--- config.mk ---
export PLATFORM = sky130hd
export DESIGN_NAME = ide_local_decode
export DESIGN_NICKNAME = d
export VERILOG_FILES = /design/src/rtl/ide_dec_pkg.sv /design/src/rtl/ide_rst_sync.sv /design/src/rtl/ide_cfg_reg.sv /design/src/rtl/ide_win_match.sv /design/src/rtl/ide_cycle_seq.sv /design/src/rtl/ide_local_decode.sv
export SDC_FILE = /design/constraint.sdc
export NUM_CORES = 1
export LEC_CHECK = 0
export BUFFER_PORTS_ARGS = -buffer_cell sky130_fd_sc_hd__buf_2
export CAP_MARGIN = 20
export CORE_MARGIN = 1.5
export CORE_UTILIZATION = 50
export DETAILED_ROUTE_END_ITERATION = 10
export HOLD_SLACK_MARGIN = 0.1
export PLACE_DENSITY = 0.84
export SLEW_MARGIN = 15
export SYNTH_ARGS = -nofsm -noshare
export SYNTH_HDL_FRONTEND = slang
export SYNTH_SLANG_ARGS = --single-unit
--- constraint.sdc ---
create_clock -name clk -period 1.7 [get_ports clk]
set_clock_uncertainty 0.2 [all_clocks]
set_input_delay 0.255 -clock clk [delete_from_list [all_inputs] [get_ports clk]]
set_output_delay 0.255 -clock clk [all_outputs]
set_load 0.05 [all_outputs]
--- src/rtl/ide_dec_pkg.sv ---
package ide_dec_pkg;

  localparam int NUM_CONN = 4;
  localparam logic [11:0] CTRL_OFFSET = 12'h206;

  // bit 7 .. bit 0
  typedef struct packed {
    logic       a2_sel;
    logic       force_dflt;
    logic       hold_long;
    logic       cmd_late;
    logic [3:0] conn_en;
  } ide_cfg_t;

  typedef enum logic [2:0] {
    ST_IDLE,
    ST_SETUP,
    ST_CMD,
    ST_HOLD,
    ST_DONE
  } seq_st_e;

  // Data window base: odd connectors sit 80h lower, upper pair 400h higher.
  function automatic logic [11:0] data_base(input int idx);
    logic [11:0] b;
    b = 12'h1F0;
    if ((idx % 2) == 1) b = b - 12'h080;
    if (idx >= 2)       b = b + 12'h400;
    return b;
  endfunction

endpackage

--- src/rtl/ide_rst_sync.sv ---
module ide_rst_sync (
  input  logic clk,
  input  logic rst_n,
  output logic rst_sync_n
);
  logic [1:0] sync_q;

  always_ff @(posedge clk or negedge rst_n) begin
    if (!rst_n) sync_q <= 2'b00;
    else        sync_q <= {sync_q[0], 1'b1};
  end

  assign rst_sync_n = sync_q[1];
endmodule

--- src/rtl/ide_cfg_reg.sv ---
module ide_cfg_reg
  import ide_dec_pkg::*;
(
  input  logic       clk,
  input  logic       rst_n,
  input  logic       we,
  input  logic [7:0] wdata,
  output ide_cfg_t   cfg
);
  ide_cfg_t cfg_d, cfg_q;

  always_comb begin
    cfg_d = cfg_q;
    if (we) cfg_d = ide_cfg_t'(wdata);
  end

  always_ff @(posedge clk or negedge rst_n) begin
    if (!rst_n) cfg_q <= '0;
    else        cfg_q <= cfg_d;
  end

  assign cfg = cfg_q;
endmodule

--- src/rtl/ide_win_match.sv ---
module ide_win_match
  import ide_dec_pkg::*;
#(
  parameter int ADDR_W = 16
) (
  input  logic [ADDR_W-1:0]   addr,
  input  logic [NUM_CONN-1:0] conn_en,
  output logic                hit,
  output logic                is_ctrl
);
  logic [NUM_CONN-1:0] data_hit;
  logic [NUM_CONN-1:0] ctrl_hit;

  for (genvar i = 0; i < NUM_CONN; i++) begin : g_win
    localparam logic [ADDR_W-1:0] DBASE = ADDR_W'(data_base(i));
    localparam logic [ADDR_W-1:0] CBASE = ADDR_W'(data_base(i) + CTRL_OFFSET);
    assign data_hit[i] = conn_en[i] && (addr[ADDR_W-1:3] == DBASE[ADDR_W-1:3]);
    assign ctrl_hit[i] = conn_en[i] && (addr[ADDR_W-1:1] == CBASE[ADDR_W-1:1]);
  end

  assign hit     = (|data_hit) || (|ctrl_hit);
  assign is_ctrl = |ctrl_hit;
endmodule

--- src/rtl/ide_cycle_seq.sv ---
module ide_cycle_seq
  import ide_dec_pkg::*;
#(
  parameter int CMD_T = 3
) (
  input  logic       clk,
  input  logic       rst_n,
  input  logic       ads,
  input  logic       hit,
  input  logic       is_ctrl,
  input  logic [2:0] addr_lo,
  input  logic       wr,
  input  logic       bhe_n_in,
  input  logic       cmd_late,
  input  logic       hold_long,
  input  logic       force_dflt,
  input  logic       a2_sel,
  output logic       claim,
  output logic       en_n,
  output logic       cs0,
  output logic       cs1,
  output logic [1:0] xa,
  output logic       bhe_n_out,
  output logic       ior_n,
  output logic       iow_n,
  output logic       rdy_n
);
  localparam int CNT_MAX = (CMD_T > 3) ? CMD_T : 3;
  localparam int CNT_W   = $clog2(CNT_MAX + 1);

  seq_st_e          st_d, st_q;
  logic [CNT_W-1:0] cnt_d, cnt_q;
  logic             wr_d, wr_q, hold_d, hold_q, a2s_d, a2s_q, a2b_d, a2b_q;
  logic             claim_d, claim_q, en_d, en_q, cs0_d, cs0_q, cs1_d, cs1_q;
  logic [1:0]       xa_d, xa_q;
  logic             bhe_d, bhe_q, ior_d, ior_q, iow_d, iow_q, rdy_d, rdy_q;
  logic [1:0]       idle_xa;
  logic             idle_bhe, live_bhe;

  always_comb begin
    idle_xa  = force_dflt ? 2'b00 : addr_lo[1:0];
    idle_bhe = force_dflt ? 1'b0  : bhe_n_in;
    live_bhe = a2s_q ? a2b_q : bhe_n_in;

    st_d    = st_q;
    cnt_d   = cnt_q;
    wr_d    = wr_q;
    hold_d  = hold_q;
    a2s_d   = a2s_q;
    a2b_d   = a2b_q;
    claim_d = claim_q;
    en_d    = en_q;
    cs0_d   = cs0_q;
    cs1_d   = cs1_q;
    xa_d    = xa_q;
    bhe_d   = bhe_q;
    ior_d   = ior_q;
    iow_d   = iow_q;
    rdy_d   = rdy_q;

    unique case (st_q)
      ST_IDLE: begin
        claim_d = 1'b0;
        en_d    = 1'b1;
        cs0_d   = 1'b0;
        cs1_d   = 1'b0;
        ior_d   = 1'b1;
        iow_d   = 1'b1;
        rdy_d   = 1'b1;
        xa_d    = idle_xa;
        bhe_d   = idle_bhe;
        if (ads && hit) begin
          st_d    = ST_SETUP;
          cnt_d   = CNT_W'(cmd_late && !is_ctrl) + CNT_W'(a2_sel);
          wr_d    = wr;
          hold_d  = hold_long;
          a2s_d   = a2_sel;
          a2b_d   = addr_lo[2];
          claim_d = 1'b1;
          en_d    = 1'b0;
          cs0_d   = !is_ctrl;
          cs1_d   = is_ctrl;
          xa_d    = addr_lo[1:0];
          bhe_d   = a2_sel ? addr_lo[2] : bhe_n_in;
        end
      end
      ST_SETUP: begin
        bhe_d = live_bhe;
        if (cnt_q == '0) begin
          st_d  = ST_CMD;
          cnt_d = CNT_W'(CMD_T - 1);
          if (wr_q) iow_d = 1'b0;
          else      ior_d = 1'b0;
        end else begin
          cnt_d = cnt_q - 1'b1;
        end
      end
      ST_CMD: begin
        bhe_d = live_bhe;
        if (cnt_q == '0) begin
          st_d  = ST_HOLD;
          cnt_d = CNT_W'(hold_q);
          ior_d = 1'b1;
          iow_d = 1'b1;
        end else begin
          cnt_d = cnt_q - 1'b1;
        end
      end
      ST_HOLD: begin
        bhe_d = live_bhe;
        if (cnt_q == '0) begin
          st_d  = ST_DONE;
          en_d  = 1'b1;
          cs0_d = 1'b0;
          cs1_d = 1'b0;
          xa_d  = idle_xa;
          bhe_d = idle_bhe;
          rdy_d = 1'b0;
        end else begin
          cnt_d = cnt_q - 1'b1;
        end
      end
      ST_DONE: begin
        st_d    = ST_IDLE;
        rdy_d   = 1'b1;
        claim_d = 1'b0;
        xa_d    = idle_xa;
        bhe_d   = idle_bhe;
      end
      default: st_d = ST_IDLE;
    endcase
  end

  always_ff @(posedge clk or negedge rst_n) begin
    if (!rst_n) begin
      st_q    <= ST_IDLE;
      cnt_q   <= '0;
      wr_q    <= 1'b0;
      hold_q  <= 1'b0;
      a2s_q   <= 1'b0;
      a2b_q   <= 1'b0;
      claim_q <= 1'b0;
      en_q    <= 1'b1;
      cs0_q   <= 1'b0;
      cs1_q   <= 1'b0;
      xa_q    <= 2'b00;
      bhe_q   <= 1'b0;
      ior_q   <= 1'b1;
      iow_q   <= 1'b1;
      rdy_q   <= 1'b1;
    end else begin
      st_q    <= st_d;
      cnt_q   <= cnt_d;
      wr_q    <= wr_d;
      hold_q  <= hold_d;
      a2s_q   <= a2s_d;
      a2b_q   <= a2b_d;
      claim_q <= claim_d;
      en_q    <= en_d;
      cs0_q   <= cs0_d;
      cs1_q   <= cs1_d;
      xa_q    <= xa_d;
      bhe_q   <= bhe_d;
      ior_q   <= ior_d;
      iow_q   <= iow_d;
      rdy_q   <= rdy_d;
    end
  end

  assign claim     = claim_q;
  assign en_n      = en_q;
  assign cs0       = cs0_q;
  assign cs1       = cs1_q;
  assign xa        = xa_q;
  assign bhe_n_out = bhe_q;
  assign ior_n     = ior_q;
  assign iow_n     = iow_q;
  assign rdy_n     = rdy_q;
endmodule

--- src/rtl/ide_local_decode.sv ---
module ide_local_decode
  import ide_dec_pkg::*;
#(
  parameter int ADDR_W = 16,
  parameter int CMD_T  = 3
) (
  input  logic              clk,
  input  logic              rst_n,
  input  logic              cfg_we,
  input  logic [7:0]        cfg_wdata,
  input  logic              bus_ads,
  input  logic [ADDR_W-1:0] bus_addr,
  input  logic              bus_wr,
  input  logic              bus_bhe_n,
  output logic              local_claim,
  output logic              ide_en_n,
  output logic              ide_cs0,
  output logic              ide_cs1,
  output logic [1:0]        ide_xa,
  output logic              ide_bhe_n,
  output logic              ide_ior_n,
  output logic              ide_iow_n,
  output logic              bus_rdy_n
);
  logic     rst_sync_n;
  ide_cfg_t cfg;
  logic     win_hit, win_ctrl;

  ide_rst_sync u_rst (
    .clk        (clk),
    .rst_n      (rst_n),
    .rst_sync_n (rst_sync_n)
  );

  ide_cfg_reg u_cfg (
    .clk   (clk),
    .rst_n (rst_sync_n),
    .we    (cfg_we),
    .wdata (cfg_wdata),
    .cfg   (cfg)
  );

  ide_win_match #(.ADDR_W(ADDR_W)) u_win (
    .addr    (bus_addr),
    .conn_en (cfg.conn_en),
    .hit     (win_hit),
    .is_ctrl (win_ctrl)
  );

  ide_cycle_seq #(.CMD_T(CMD_T)) u_seq (
    .clk        (clk),
    .rst_n      (rst_sync_n),
    .ads        (bus_ads),
    .hit        (win_hit),
    .is_ctrl    (win_ctrl),
    .addr_lo    (bus_addr[2:0]),
    .wr         (bus_wr),
    .bhe_n_in   (bus_bhe_n),
    .cmd_late   (cfg.cmd_late),
    .hold_long  (cfg.hold_long),
    .force_dflt (cfg.force_dflt),
    .a2_sel     (cfg.a2_sel),
    .claim      (local_claim),
    .en_n       (ide_en_n),
    .cs0        (ide_cs0),
    .cs1        (ide_cs1),
    .xa         (ide_xa),
    .bhe_n_out  (ide_bhe_n),
    .ior_n      (ide_ior_n),
    .iow_n      (ide_iow_n),
    .rdy_n      (bus_rdy_n)
  );
endmodule

==> results.txt <==
* Capturing element type of the critical path: flip-flop
- Share of cells above drive strength 1: 0.472
* Die Width: 59.6 um
* Post-synthesis area per instance: 10.3 sq um
- The initial antenna violation count is 0.
* Leading cell types in the layout, fill and taps excluded: 37 x buf_2, 33 x buf_4, 25 x dfrtp_1, 17 x dlygate4sd3_1, 16 x nand2_1
- The clock reaches the later pin of the worst-skew pair after 0.35 ns.
- Number of remaining DRC errors: 0
* I/O Pins: 40
* Net switching power of the design: 0.920 mW
- Classification of the worst setup path: input port to flip-flop
* Worst EP required: 1.72 ns
* Iteration count of the initial detailed-routing pass: 4
* Count of distinct cell types in the synthesized netlist: 44
- Input and output buffers added on the ports amount to 39.
- Along the worst path, the maximum fanout reaches 2.
- The count of final hold-check violations is 0.
- Global-route wire length before repair: 7380 um
- The detail route stage leaves a number of antenna-violating nets equal to 0.
- Outcome: complete, but fails checks
- The most used flip-flop cell after synthesis is dfrtp_1.
- The share of total power dissipated in the clock network is 0.208.
- Total number of vias: 1673
* Starting density of the core: 0.525
* Setup repair after global routing missed its margin: yes
- The clock passes through at most 2 buffers.
- The critical path goes through buf_6, or4_4, nor4_4, nand2_1, and2_4, ha_4, nor2_4, o21ai_2, a211oi_2, a211oi_1.
- Final core area utilization: 0.795
* Net count reported at finish: 281
* Total Power Consumption: 2.44 mW
- Routability-driven placement finished with a final weighted congestion of 1.01.
- The critical path starts at bus_addr[11].
* Final-report setup violation count: 13
* Cell Rows: 20
* Async S/R FF share, synth: 1.00
- Floorplan die area: 0.00355 sq mm
- DP HPWL: 3060 um
- Placement Cell Area: 0.00207 sq mm
- The analysis attributes to cell leakage a power of 1.14 nW.
* FF-to-FF Start: u_cfg.cfg[2]$_DFFE_PN0P_
* Clock Sinks: 29
- Synth Instances: 156
* Setup WS post-layout: -0.458 ns
- In this run the most critical hold path is launched from bus_ads.
- Counting every net in the synthesized netlist gives 190.
* Routed len/inst: 18.2 um
- Max-cap violations in this run came to 0.
- Before CTS, the worst setup slack after placement is -0.808 ns.
* Crit start category: input port
- The via count of the first global-routing pass was 1541.
- Share of the clock period used by the worst path: 1.27
- CTS Buf Count: 5
* Most common cell after layout, fill and taps aside: buf_2
* Number of design-rule violations left by the first detailed-router iteration: 88
- The worst path in the final design needs a cycle of 2.16 ns, including I/O delays and setup.
* Maximum cell stage delay along the critical path: 0.55 ns
- Of the total power, the share spent switching nets is 0.377.
* Worst-path cell with the longest stage delay: or4_4
- Of the synthesized area, sequential elements account for 0.456.
* Part of the total power dissipated in combinational logic: 0.452
- Fin. max-slew vios: 0
- For this run the aggregate overflow at the end of global routing stands at 0.
* Global router's overall resource usage: 0.288
- STA puts the critical path data arrival time at 2.18 ns.
* H-Tree Level Count: 2
- Number of vias per cell after detailed routing: 5.73
* Clock edge transition at the registers on the reported setup and hold paths: 0.09 ns
- Clk Tree Root Cell: clkbuf_4
- After synthesis the netlist holds a flip-flop and latch count of 29.
- After floorplanning, the core was sized to cover 0.00305 sq mm.
- The final reports fail on setup timing.
- Design internal power: 1.52 mW
- The synthesized netlist occupies a cell area of 0.00160 sq mm.
* Hold crit path type: input port to flip-flop
* Total Wirelength: 5310 um
- Static timing analysis puts the maximum clock frequency at 463 MHz.
* Layout area overhead: 51.4%
- Peak supply drop: 701 uV
- The finished cells cover 0.00243 sq mm.
* Maximum number of pins on one net before global-route repair: 28
- YS warnings: 0
* Power density over the cells: 1000 mW/mm^2
- Of the total power, registers draw 0.340.
- Inserted Diodes: 0
* Number of synthesized flops with an enable pin: 0
- Die height: 59.6 um
- TritonCTS built the clock tree.
[power by group through the flow]
| stage | combinational, mW | clock [mW] | sequential (mW) |
|---|---|---|---|
| 3_5_place_dp | 0.942 | 0 | 0.834 |
| 5_1_grt | 1.17 | 0.544 | 0.840 |
| 3_3_place_gp | 0.899 | 0 | 0.829 |
| 4_1_cts | 1.01 | 0.495 | 0.823 |
| 2_1_floorplan | 0.471 | 0 | 0.936 |
| 6_report | 1.10 | 0.506 | 0.829 |
[registers in the layout (all words and copies together) (netlist names), 2 cells and up]
register	flops
u_rst.sync_q	2
u_seq.st_q	3
u_seq.xa	2
u_cfg.cfg	8
u_seq.cnt_q	2
[path summary, 6_finish.rpt]
kind	to	depth (start not counted)	slack, ns
max in group asynchronous	u_seq.rdy_n$_DFFE_PN1P_	2	0.39
min in group asynchronous	u_rst.sync_q[1]$_DFF_PN0_	3	0.55
max reg2reg	u_seq.cnt_q[1]$_DFFE_PN0P_	7	-0.32
min reg2reg	u_rst.sync_q[1]$_DFF_PN0_	0	0.17
min	u_seq.bhe_n_out$_DFFE_PN0P_	4	0.14
max	u_seq.cnt_q[1]$_DFFE_PN0P_	10	-0.46
[critical path, delay by kind of cell]
family	cells	cell delay [ns]
AND/OR/NAND/NOR	5	1.26
adder cells (fa/ha/maj)	1	0.16
AO/OA/AOI/OAI	3	0.42
buffers and inverters	1	0.09
[area by class of cell]
cell class,count,area (sq um)
multi-input combinational,111,897
clock buffer,7,65.1
inverter,10,37.5
sequential,29,731
clock inverter,1,5.00
fill,184,626
tap,44,55.1
timing repair buffer,90,637
[metal layers]
| layer | part of all wire | global-route usage |
|---|---|---|
| met1 | 0.39 | 0.358 |
| met2 | 0.51 | 0.484 |
| met3 | 0.059 | 0.0699 |
| met4 | 0.033 | 0.111 |
| met5 | 0 | 0 |
[cells by family (layout without fill, tap and decap cells)]
logic type,count (synthesis),count (layout),synth area share
flip-flops,29,29,0.456
multiplexers,15,15,0.103
adder cells (fa/ha/maj),4,4,0.0312
AO/OA/AOI/OAI,39,39,0.169
XOR/XNOR,1,1,0.00547
buffers and inverters,16,108,0.0515
AND/OR/NAND/NOR,51,51,0.182
other,1,1,0.00234
[synth_stat cells, types with 3 or more instances]
cell type | count | area (sq um)
dfrtp_1 | 25 | 626
nand2_1 | 16 | 60.1
mux2_2 | 12 | 135
inv_1 | 10 | 37.5
nor2_1 | 10 | 37.5
o21ai_0 | 7 | 35.0
a21oi_1 | 6 | 30.0
dfstp_2 | 4 | 105
ha_1 | 4 | 50.1
o211ai_1 | 4 | 30.0
a211oi_1 | 3 | 22.5
buf_6 | 3 | 33.8
clkbuf_1 | 3 | 11.3
mux2i_1 | 3 | 30.0
nor3b_1 | 3 | 22.5
nor4_1 | 3 | 18.8
[through the flow]
stage / setup TNS, ns / hold WS, ns / std cells
6_report: -3.68 / 0.142 / 292
5_1_grt: -4.41 / 0.148 / 292
4_1_cts: -2.70 / 0.110 / 291
3_5_place_dp: -8.51 / -0.160 / 266
3_3_place_gp: -7.85 / -0.160 / 266
2_1_floorplan: -3.99 / -0.241 / 156
[what timing repair did]
item                                    CTS  global route
setup buffers                             0             1
endpoints found under the setup margin   13            15
endpoints found under the hold margin    37             0
hold buffers                             17             0
pin swaps                                11            12
gates resized for setup                  13            11
No activity file was read; power rests on OpenSTA's default activity.
